### src/rtl/cfgbus_pkg.sv
package cfgbus_pkg;

  typedef enum logic [2:0] {
    ST_IDLE,
    ST_RX,
    ST_RX_END,
    ST_ACK,
    ST_TX,
    ST_MACK,
    ST_MACK_END,
    ST_IGNORE
  } bus_st_e;

  typedef enum logic [1:0] {
    PH_ADDR,
    PH_CMD,
    PH_COUNT,
    PH_DATA
  } rx_phase_e;

  // Power-up value of register idx; bit 7 of register 0 comes from a strap.
  function automatic logic [7:0] reg_default(input int idx, input logic strap);
    logic [7:0] v;
    case (idx)
      0:       v = {strap, 7'h21};
      1:       v = 8'h85;
      2, 3, 4: v = 8'hFF;
      7:       v = 8'h48;
      8:       v = 8'h83;
      9:       v = 8'h25;
      10:      v = 8'h03;
      11:      v = 8'h06;
      12:      v = 8'h0F;
      13:      v = 8'hFC;
      14:      v = 8'hA0;
      default: v = 8'h00;
    endcase
    return v;
  endfunction

  // Bits that bus writes may not change.
  function automatic logic [7:0] reg_ro_mask(input int idx, input int id_idx);
    logic [7:0] m;
    if (idx == id_idx)  m = 8'hFF;
    else if (idx == 0)  m = 8'h80;
    else                m = 8'h00;
    return m;
  endfunction

endpackage

### src/rtl/i2c_line_sync.sv
module i2c_line_sync #(
  parameter int STAGES = 2
) (
  input  logic clk,
  input  logic rst_n,
  input  logic scl_i,
  input  logic sda_i,
  output logic scl_s,
  output logic sda_s,
  output logic scl_rise,
  output logic scl_fall,
  output logic start_ev,
  output logic stop_ev
);
  logic [STAGES-1:0] scl_ff, sda_ff;
  logic scl_q, sda_q;

  always_ff @(posedge clk or negedge rst_n) begin
    if (!rst_n) begin
      scl_ff <= '1;
      sda_ff <= '1;
      scl_q  <= 1'b1;
      sda_q  <= 1'b1;
    end else begin
      scl_ff <= {scl_ff[STAGES-2:0], scl_i};
      sda_ff <= {sda_ff[STAGES-2:0], sda_i};
      scl_q  <= scl_ff[STAGES-1];
      sda_q  <= sda_ff[STAGES-1];
    end
  end

  assign scl_s    = scl_ff[STAGES-1];
  assign sda_s    = sda_ff[STAGES-1];
  assign scl_rise = scl_s & ~scl_q;
  assign scl_fall = ~scl_s & scl_q;
  assign start_ev = scl_s & scl_q & sda_q & ~sda_s;
  assign stop_ev  = scl_s & scl_q & ~sda_q & sda_s;

endmodule

### src/rtl/cfg_regfile.sv
module cfg_regfile
  import cfgbus_pkg::*;
#(
  parameter int   NUM_REGS = 16,
  parameter int   ID_IDX   = 7,
  parameter int   CNT_IDX  = 12,
  parameter int   PTR_W    = 7,
  parameter logic FS_STRAP = 1'b0
) (
  input  logic                  clk,
  input  logic                  rst_n,
  input  logic                  wr_en,
  input  logic [PTR_W-1:0]      wr_addr,
  input  logic [7:0]            wr_data,
  input  logic [PTR_W-1:0]      rd_addr,
  output logic [7:0]            rd_data,
  output logic [7:0]            bcnt,
  output logic [NUM_REGS*8-1:0] regs_flat
);
  logic [7:0] regs_q [NUM_REGS];
  logic [7:0] regs_d [NUM_REGS];

  always_comb begin
    for (int i = 0; i < NUM_REGS; i++) begin
      regs_d[i] = regs_q[i];
      if (wr_en && (wr_addr == PTR_W'(i)))
        regs_d[i] = (regs_q[i] & reg_ro_mask(i, ID_IDX)) |
                    (wr_data & ~reg_ro_mask(i, ID_IDX));
    end
  end

  always_ff @(posedge clk or negedge rst_n) begin
    if (!rst_n) begin
      for (int i = 0; i < NUM_REGS; i++) regs_q[i] <= reg_default(i, FS_STRAP);
    end else begin
      for (int i = 0; i < NUM_REGS; i++) regs_q[i] <= regs_d[i];
    end
  end

  always_comb begin
    rd_data = 8'h00;
    for (int i = 0; i < NUM_REGS; i++)
      if (rd_addr == PTR_W'(i)) rd_data = regs_q[i];
  end

  assign bcnt = regs_q[CNT_IDX];

  generate
    for (genvar g = 0; g < NUM_REGS; g++) begin : g_flat
      assign regs_flat[g*8 +: 8] = regs_q[g];
    end
  endgenerate

  AST_ID_FIXED: assert property (@(posedge clk) disable iff (!rst_n)
    wr_en |=> regs_q[ID_IDX] == $past(regs_q[ID_IDX]));

  AST_STRAP_KEPT: assert property (@(posedge clk) disable iff (!rst_n)
    (wr_en && wr_addr == '0) |=> regs_q[0][7] == $past(regs_q[0][7]));

endmodule

### src/rtl/i2c_cfg_engine.sv
module i2c_cfg_engine
  import cfgbus_pkg::*;
#(
  parameter logic [6:0] DEV_ADDR = 7'h69,
  parameter int         PTR_W    = 7
) (
  input  logic             clk,
  input  logic             rst_n,
  input  logic             scl_s,
  input  logic             sda_s,
  input  logic             scl_rise,
  input  logic             scl_fall,
  input  logic             start_ev,
  input  logic             stop_ev,
  input  logic [7:0]       rd_data,
  input  logic [7:0]       bcnt,
  output logic             wr_en,
  output logic [PTR_W-1:0] wr_addr,
  output logic [7:0]       wr_data,
  output logic [PTR_W-1:0] rd_addr,
  output logic             sda_pull
);
  bus_st_e    st_q, st_d;
  rx_phase_e  ph_q, ph_d;
  logic [3:0] bit_q, bit_d;
  logic [7:0] sh_q, sh_d;
  logic [7:0] tx_q, tx_d;
  logic [PTR_W-1:0] ptr_q, ptr_d;
  logic       blk_q, blk_d;
  logic       rd_q, rd_d;
  logic       lenfirst_q, lenfirst_d;
  logic       ack_q, ack_d;
  logic       pull_q, pull_d;
  logic       do_load;
  logic [7:0] byte_in;

  assign byte_in = {sh_q[6:0], sda_s};

  always_comb begin
    st_d       = st_q;
    ph_d       = ph_q;
    bit_d      = bit_q;
    sh_d       = sh_q;
    tx_d       = tx_q;
    ptr_d      = ptr_q;
    blk_d      = blk_q;
    rd_d       = rd_q;
    lenfirst_d = lenfirst_q;
    ack_d      = ack_q;
    pull_d     = pull_q;
    wr_en      = 1'b0;
    do_load    = 1'b0;

    if (stop_ev) begin
      st_d   = ST_IDLE;
      pull_d = 1'b0;
    end else if (start_ev) begin
      st_d   = ST_RX;
      ph_d   = PH_ADDR;
      bit_d  = '0;
      rd_d   = 1'b0;
      pull_d = 1'b0;
    end else begin
      case (st_q)
        ST_RX: if (scl_rise) begin
          sh_d  = byte_in;
          bit_d = bit_q + 4'd1;
          if (bit_q == 4'd7) begin
            st_d  = ST_RX_END;
            ack_d = 1'b1;
            case (ph_q)
              PH_ADDR: begin
                if (byte_in[7:1] != DEV_ADDR) ack_d = 1'b0;
                else if (byte_in[0]) begin
                  rd_d       = 1'b1;
                  lenfirst_d = blk_q;
                end else ph_d = PH_CMD;
              end
              PH_CMD: begin
                blk_d = ~byte_in[7];
                ptr_d = byte_in[7] ? byte_in[PTR_W-1:0] : '0;
                ph_d  = byte_in[7] ? PH_DATA : PH_COUNT;
              end
              PH_COUNT: ph_d = PH_DATA;
              default: begin
                wr_en = 1'b1;
                ptr_d = ptr_q + 1'b1;
              end
            endcase
          end
        end
        ST_RX_END: if (scl_fall) begin
          if (ack_q) begin
            pull_d = 1'b1;
            st_d   = ST_ACK;
          end else st_d = ST_IGNORE;
        end
        ST_ACK: if (scl_fall) begin
          bit_d = '0;
          if (rd_q) do_load = 1'b1;
          else begin
            pull_d = 1'b0;
            st_d   = ST_RX;
          end
        end
        ST_TX: begin
          if (scl_rise) bit_d = bit_q + 4'd1;
          if (scl_fall) begin
            if (bit_q == 4'd8) begin
              pull_d = 1'b0;
              st_d   = ST_MACK;
            end else begin
              tx_d   = {tx_q[6:0], 1'b0};
              pull_d = ~tx_q[6];
            end
          end
        end
        ST_MACK: if (scl_rise) st_d = sda_s ? ST_IGNORE : ST_MACK_END;
        ST_MACK_END: if (scl_fall) begin
          bit_d   = '0;
          do_load = 1'b1;
        end
        default: ;
      endcase
    end

    if (do_load) begin
      st_d = ST_TX;
      if (lenfirst_q) begin
        tx_d       = bcnt;
        lenfirst_d = 1'b0;
      end else begin
        tx_d  = rd_data;
        ptr_d = ptr_q + 1'b1;
      end
      pull_d = ~tx_d[7];
    end
  end

  always_ff @(posedge clk or negedge rst_n) begin
    if (!rst_n) begin
      st_q       <= ST_IDLE;
      ph_q       <= PH_ADDR;
      bit_q      <= '0;
      sh_q       <= '0;
      tx_q       <= '0;
      ptr_q      <= '0;
      blk_q      <= 1'b0;
      rd_q       <= 1'b0;
      lenfirst_q <= 1'b0;
      ack_q      <= 1'b0;
      pull_q     <= 1'b0;
    end else begin
      st_q       <= st_d;
      ph_q       <= ph_d;
      bit_q      <= bit_d;
      sh_q       <= sh_d;
      tx_q       <= tx_d;
      ptr_q      <= ptr_d;
      blk_q      <= blk_d;
      rd_q       <= rd_d;
      lenfirst_q <= lenfirst_d;
      ack_q      <= ack_d;
      pull_q     <= pull_d;
    end
  end

  assign wr_addr  = ptr_q;
  assign wr_data  = byte_in;
  assign rd_addr  = ptr_q;
  assign sda_pull = pull_q;

  AST_STOP_RELEASE: assert property (@(posedge clk) disable iff (!rst_n)
    stop_ev |=> !sda_pull);

  AST_PULL_RISE_SCL_LOW: assert property (@(posedge clk) disable iff (!rst_n)
    $rose(sda_pull) |-> !scl_s);

  AST_IGNORE_QUIET: assert property (@(posedge clk) disable iff (!rst_n)
    (st_q == ST_IGNORE) |-> !sda_pull);

  AST_ACK_DRIVEN: assert property (@(posedge clk) disable iff (!rst_n)
    (st_q == ST_ACK) |-> sda_pull);

  AST_WRITE_ON_EDGE: assert property (@(posedge clk) disable iff (!rst_n)
    wr_en |-> (scl_rise && st_q == ST_RX));

endmodule

### src/rtl/clkcfg_smbus_slave.sv
module clkcfg_smbus_slave #(
  parameter int         NUM_REGS = 16,
  parameter logic [6:0] DEV_ADDR = 7'h69,
  parameter int         ID_IDX   = 7,
  parameter int         CNT_IDX  = 12,
  parameter int         SYNC_STG = 2,
  parameter logic       FS_STRAP = 1'b0
) (
  input  logic                  clk,
  input  logic                  rst_n,
  input  logic                  scl_in,
  input  logic                  sda_in,
  output logic                  sda_pull,
  output logic [NUM_REGS*8-1:0] cfg_regs
);
  localparam int PTR_W = 7;

  logic [1:0] rst_sync;
  logic       rst_i;
  logic       scl_s, sda_s, scl_rise, scl_fall, start_ev, stop_ev;
  logic       wr_en;
  logic [PTR_W-1:0] wr_addr, rd_addr;
  logic [7:0] wr_data, rd_data, bcnt;

  always_ff @(posedge clk or negedge rst_n) begin
    if (!rst_n) rst_sync <= 2'b00;
    else        rst_sync <= {rst_sync[0], 1'b1};
  end
  assign rst_i = rst_sync[1];

  i2c_line_sync #(.STAGES(SYNC_STG)) u_sync (
    .clk(clk), .rst_n(rst_i), .scl_i(scl_in), .sda_i(sda_in),
    .scl_s(scl_s), .sda_s(sda_s), .scl_rise(scl_rise), .scl_fall(scl_fall),
    .start_ev(start_ev), .stop_ev(stop_ev)
  );

  i2c_cfg_engine #(.DEV_ADDR(DEV_ADDR), .PTR_W(PTR_W)) u_eng (
    .clk(clk), .rst_n(rst_i), .scl_s(scl_s), .sda_s(sda_s),
    .scl_rise(scl_rise), .scl_fall(scl_fall), .start_ev(start_ev), .stop_ev(stop_ev),
    .rd_data(rd_data), .bcnt(bcnt), .wr_en(wr_en), .wr_addr(wr_addr),
    .wr_data(wr_data), .rd_addr(rd_addr), .sda_pull(sda_pull)
  );

  cfg_regfile #(
    .NUM_REGS(NUM_REGS), .ID_IDX(ID_IDX), .CNT_IDX(CNT_IDX),
    .PTR_W(PTR_W), .FS_STRAP(FS_STRAP)
  ) u_regs (
    .clk(clk), .rst_n(rst_i), .wr_en(wr_en), .wr_addr(wr_addr), .wr_data(wr_data),
    .rd_addr(rd_addr), .rd_data(rd_data), .bcnt(bcnt), .regs_flat(cfg_regs)
  );

endmodule

### config.mk
export PLATFORM = sky130hd
export DESIGN_NAME = clkcfg_smbus_slave
export DESIGN_NICKNAME = d
export VERILOG_FILES = /design/src/rtl/cfgbus_pkg.sv /design/src/rtl/i2c_line_sync.sv /design/src/rtl/cfg_regfile.sv /design/src/rtl/i2c_cfg_engine.sv /design/src/rtl/clkcfg_smbus_slave.sv
export SDC_FILE = /design/constraint.sdc
export NUM_CORES = 1
export LEC_CHECK = 0
export ABC_CLOCK_PERIOD_IN_PS = 6200
export CAP_MARGIN = 20
export CORE_MARGIN = 3
export CORE_UTILIZATION = 31
export CTS_CLUSTER_SIZE = 25
export DETAILED_ROUTE_END_ITERATION = 8
export GPL_TIMING_DRIVEN = 0
export PLACE_DENSITY = 0.52
export SYNTH_ARGS = -nofsm -noshare
export SYNTH_HDL_FRONTEND = slang
export SYNTH_SLANG_ARGS = --single-unit
export TNS_END_PERCENT = 100
### constraint.sdc
create_clock -name clk -period 6.2 [get_ports clk]
set_input_delay 1.55 -clock clk [delete_from_list [all_inputs] [get_ports clk]]
set_output_delay 1.55 -clock clk [all_outputs]
set_load 0.05 [all_outputs]
==> tab_implementation.tex <==
\begin{tabular}{lr}
\hline
Metric & Value \\
\hline
\multicolumn{2}{l}{\textbf{Finish}} \\
\quad Share of post-route cells with drive strength above 1 & 0.297 \\
\quad Register cell area after layout & 4130 µm² \\
\quad \# diodes & 0 \\
\quad Final design instance area without fill & 11100 µm² \\
\quad Non-filler cells, final & 1319 \\
\quad Final nets & 948 \\
\quad Post-Route Utilization & 0.408 \\
\quad Filler cell count in the final layout & 2704 \\
\quad Area occupied by multi-input gates & 4200 µm² \\
\quad Layout-stage area growth over the synthesis result & 28.8\% \\
\multicolumn{2}{l}{\textbf{Global route}} \\
\quad Met2 track demand over resource & 0.299 \\
\quad Global routing met1 resource utilization & 0.301 \\
\quad Maximum number of pins on one net before global-route repair & 70 \\
\quad Number of antenna violations at the first check in global routing & 0 \\
\quad Most Crowded Layer GR & met1 \\
\quad First-pass GRT wire length & 46100 µm \\
\quad Met3 layer usage reported by global route & 0.0479 \\
\quad GR Overflow Total & 0 \\
\quad All-layer global routing usage & 0.202 \\
\quad Via count of the first global-routing pass & 7077 \\
\multicolumn{2}{l}{\textbf{Place}} \\
\quad RePlAce Congestion & 0.907 \\
\quad Number of cells in the design after placement & 1287 \\
\quad Placed inst area & 10400 µm² \\
\quad Count of input and output buffers & 123 \\
\quad Place WS & 3.24 ns \\
\quad Placed wire-length estimate & 21600 µm \\
\multicolumn{2}{l}{\textbf{Clock network}} \\
\quad \# Post-CTS Setup Buffers & 0 \\
\quad Clk\_lat worst skew & 0.44 ns \\
\quad Sink count of the clock tree & 162 \\
\quad Clock tree root buffer cell & sky130\_fd\_sc\_hd\_\_clkbuf\_16 \\
\quad Clock-pin slew reported for the worst setup and hold paths after clock tree synthesis & 0.07 ns \\
\quad Worst-case clock buffer depth & 2 \\
\quad Cts-stage hold buffer count & 0 \\
\quad CTS tree & built \\
\quad \# H-tree levels & 4 \\
\quad Count of instances resized after the clock tree is built & 0 \\
\quad TritonCTS buffer count & 17 \\
\multicolumn{2}{l}{\textbf{Yosys}} \\
\quad Post-synth ARST share & 1.00 \\
\quad Synthesis Warnings & 0 \\
\quad Cell type contributing the most total cell area after synthesis & sky130\_fd\_sc\_hd\_\_dfrtp\_1 \\
\quad Dominant cells by area after synthesis & sky130\_fd\_sc\_hd\_\_dfrtp\_1, sky130\_fd\_sc\_hd\_\_dfstp\_2, sky130\_fd\_sc\_hd\_\_mux2\_2 \\
\quad Distinct cells, synth & 78 \\
\quad Area share of the largest cell type after synthesis & 0.305 \\
\quad Post-synth top cells & sky130\_fd\_sc\_hd\_\_mux2\_2, sky130\_fd\_sc\_hd\_\_dfrtp\_1, sky130\_fd\_sc\_hd\_\_dfstp\_2, sky130\_fd\_sc\_hd\_\_nor2\_1, sky130\_fd\_sc\_hd\_\_nand2\_1 \\
\quad Top flip-flop cell by instance count after synthesis & sky130\_fd\_sc\_hd\_\_dfrtp\_1 \\
\quad Flip-flop and latch count after synthesis & 162 \\
\quad EDFF count, synth & 0 \\
\quad Most frequently used cell type in the post-synthesis netlist & sky130\_fd\_sc\_hd\_\_mux2\_2 \\
\quad Sequential element share of the synthesized area & 0.479 \\
\quad Post-Syn Area & 8620 µm² \\
\quad Synth Area per Inst & 11.0 µm² \\
\quad Gate Count Post-Synth & 782 \\
\multicolumn{2}{l}{\textbf{Die}} \\
\quad Core outline area & 27200 µm² \\
\quad Horizontal die dimension & 173 µm \\
\quad Cell Rows & 60 \\
\quad Top Ports & 133 \\
\quad Starting utilization of the core area & 0.317 \\
\quad Area enclosed by the die boundary & 29800 µm² \\
\quad Height of the chip & 173 µm \\
\multicolumn{2}{l}{\textbf{Timing}} \\
\quad Hold violation count in the final report & 0 \\
\quad Transition at the pin with the smallest max-transition slack & 0.995 ns \\
\quad Min Clock Period, post-route & 3.43 ns \\
\quad RSZ-0062 raised after global routing & no \\
\quad Final worst clock skew & 0.0125 ns \\
\quad Achievable Freq & 0.292 GHz \\
\quad Accumulated negative setup slack & 0 ns \\
\quad Final clock period utilization by the worst path & 0.553 \\
\quad Normalized max-slew margin & 0.337 \\
\quad Tightest hold margin & 0.305 ns \\
\quad Post-layout worst setup margin & 2.77 ns \\
\quad Final-report max-slew violation count & 0 \\
\quad Final Setup Violations & 0 \\
\multicolumn{2}{l}{\textbf{Power}} \\
\quad Part of the power in registers & 0.376 \\
\quad Leakage & 4.59 nW \\
\quad Cell Pwr Density & 277 nW/µm² \\
\quad Sw Pwr & 1.03 mW \\
\quad Clock group share of total power & 0.408 \\
\quad Design internal power & 2.05 mW \\
\quad VDD IR max & 0.000138 V \\
\quad Comb pwr share & 0.216 \\
\quad Post-route total power & 3.08 mW \\
\quad Switching share of power & 0.334 \\
\multicolumn{2}{l}{\textbf{Drt}} \\
\quad Vias per cell & 5.41 \\
\quad Average wire length per cell after detail routing & 23.1 µm \\
\quad Drt first pass iters & 5 \\
\quad Post-route DRC violation count & 0 \\
\quad Total routed wirelength & 30500 µm \\
\quad Routed Antenna Nets & 0 \\
\quad Total number of vias & 7140 \\
\quad Initial DRC count & 587 \\
\multicolumn{2}{l}{\textbf{Worst setup path}} \\
\quad CP Class & flop to primary output \\
\quad CP bufs+invs & 1 \\
\quad Worst-path fanout max & 5 \\
\quad Startpoint type of the worst setup path & flop \\
\quad Master of the slowest instance on the critical path & sky130\_fd\_sc\_hd\_\_clkdlybuf4s50\_1 \\
\quad CP required & 4.65 ns \\
\quad Critical-path cell list & clkdlybuf4s50\_1 \\
\quad Biggest cell delay along the critical path & 0.82 ns \\
\quad Setup crit end kind & primary output \\
\quad CP Data Arrival Time & 1.88 ns \\
\quad Delay-heaviest family, CP & buffers and inverters \\
\multicolumn{2}{l}{\textbf{Hold path}} \\
\quad Type of the tightest min-delay check & flop to async pin \\
\multicolumn{2}{l}{\textbf{Status}} \\
\quad Status & completed \\
\multicolumn{2}{l}{\textbf{Job}} \\
\quad Number of max-cap violations & 0 \\
\hline
\end{tabular}
## power by group through the flow
stage | sequential, mW | clock [mW] | combinational, mW
6_report | 1.16 | 1.26 | 0.665
5_1_grt | 1.17 | 1.32 | 0.708
4_1_cts | 1.16 | 1.27 | 0.652
3_5_place_dp | 1.18 | 0 | 0.649
3_3_place_gp | 1.19 | 0 | 0.627
2_1_floorplan | 1.18 | 0 | 0.370
## final timing paths
| check | to | from | slack (ns) | depth (start not counted) |
|---|---|---|---|---|
| setup / recovery | cfg_regs[99] | u_regs.bcnt[3] | 2.77 | 1 |
| min in group clk | rst_sync[1] | rst_sync[0] | 0.36 | 0 |
| hold reg to reg | u_regs.regs_flat[1] | rst_sync[1] | 0.31 | 0 |
| setup reg to reg | u_eng.tx_q[0] | u_eng.rd_addr[3] | 3.07 | 8 |
| hold / removal | u_regs.regs_flat[1] | rst_sync[1] | 0.31 | 0 |
| max in group asynchronous | rst_sync[1] | rst_n | 4.81 | 1 |
## layer usage
layer	part of all wire	vias up
met5	0	-
met4	0.014	0
met1	0.48	3660
li1	-	3190
met2	0.44	262
met3	0.066	28
## cells by family after synthesis
family,Yosys count,synth area share
and+or+nand+nor,224,0.149
DFF,162,0.479
AOI/OAI and AO/OA,179,0.140
adders and majority gates,10,0.0145
muxes,131,0.171
buffers and inverters,66,0.0380
xor gates and xnor gates,8,0.00813
other,2,0.000871
## registers in the layout (all words and copies together) (netlist names), 2 cells and up
signal / flops
u_eng.sh_q: 7
u_eng.bit_q: 4
u_eng.st_q: 3
u_eng.tx_q: 7
u_sync.scl_ff: 2
u_regs.bcnt: 8
u_eng.ph_q: 2
rst_sync: 2
u_eng.rd_addr: 7
u_sync.sda_ff: 2
u_regs.regs_flat: 111
## final cells by class
type	count	share of cell area
Multi-Input combinational cell	562	0.378
Sequential cell	162	0.372
Timing Repair Buffer	125	0.116
Tap cell	372	0.0419
Clock buffer	17	0.0383
Buffer	53	0.0251
Clock inverter	15	0.0241
Inverter	13	0.00440
## worst reg2reg max path, delay by kind of cell (launching register included)
kind / cells / cell delay (ns)
buffers and inverters: 2 / 0.37
DFF: 1 / 0.38
and+or+nand+nor: 3 / 0.98
AOI/OAI and AO/OA: 3 / 1.24
## placed cells by master (no fill, tap or decap), types with 10 or more instances in the layout
master                              n
sky130_fd_sc_hd__a21oi_1           41
sky130_fd_sc_hd__nand2_1           46
sky130_fd_sc_hd__nor2_1            52
sky130_fd_sc_hd__clkbuf_1          21
sky130_fd_sc_hd__nand3_1           26
sky130_fd_sc_hd__conb_1            10
sky130_fd_sc_hd__dfrtp_1          104
sky130_fd_sc_hd__clkdlybuf4s50_1  123
sky130_fd_sc_hd__dfstp_2           57
sky130_fd_sc_hd__nor2_4            10
sky130_fd_sc_hd__inv_1             13
sky130_fd_sc_hd__o211ai_1          12
sky130_fd_sc_hd__nor3_1            13
sky130_fd_sc_hd__o21ai_0           35
sky130_fd_sc_hd__ha_1              10
sky130_fd_sc_hd__mux2_2           129
sky130_fd_sc_hd__o22ai_1           13
sky130_fd_sc_hd__buf_4             10
sky130_fd_sc_hd__clkbuf_16         17
Power figures use the tool's default switching activity.
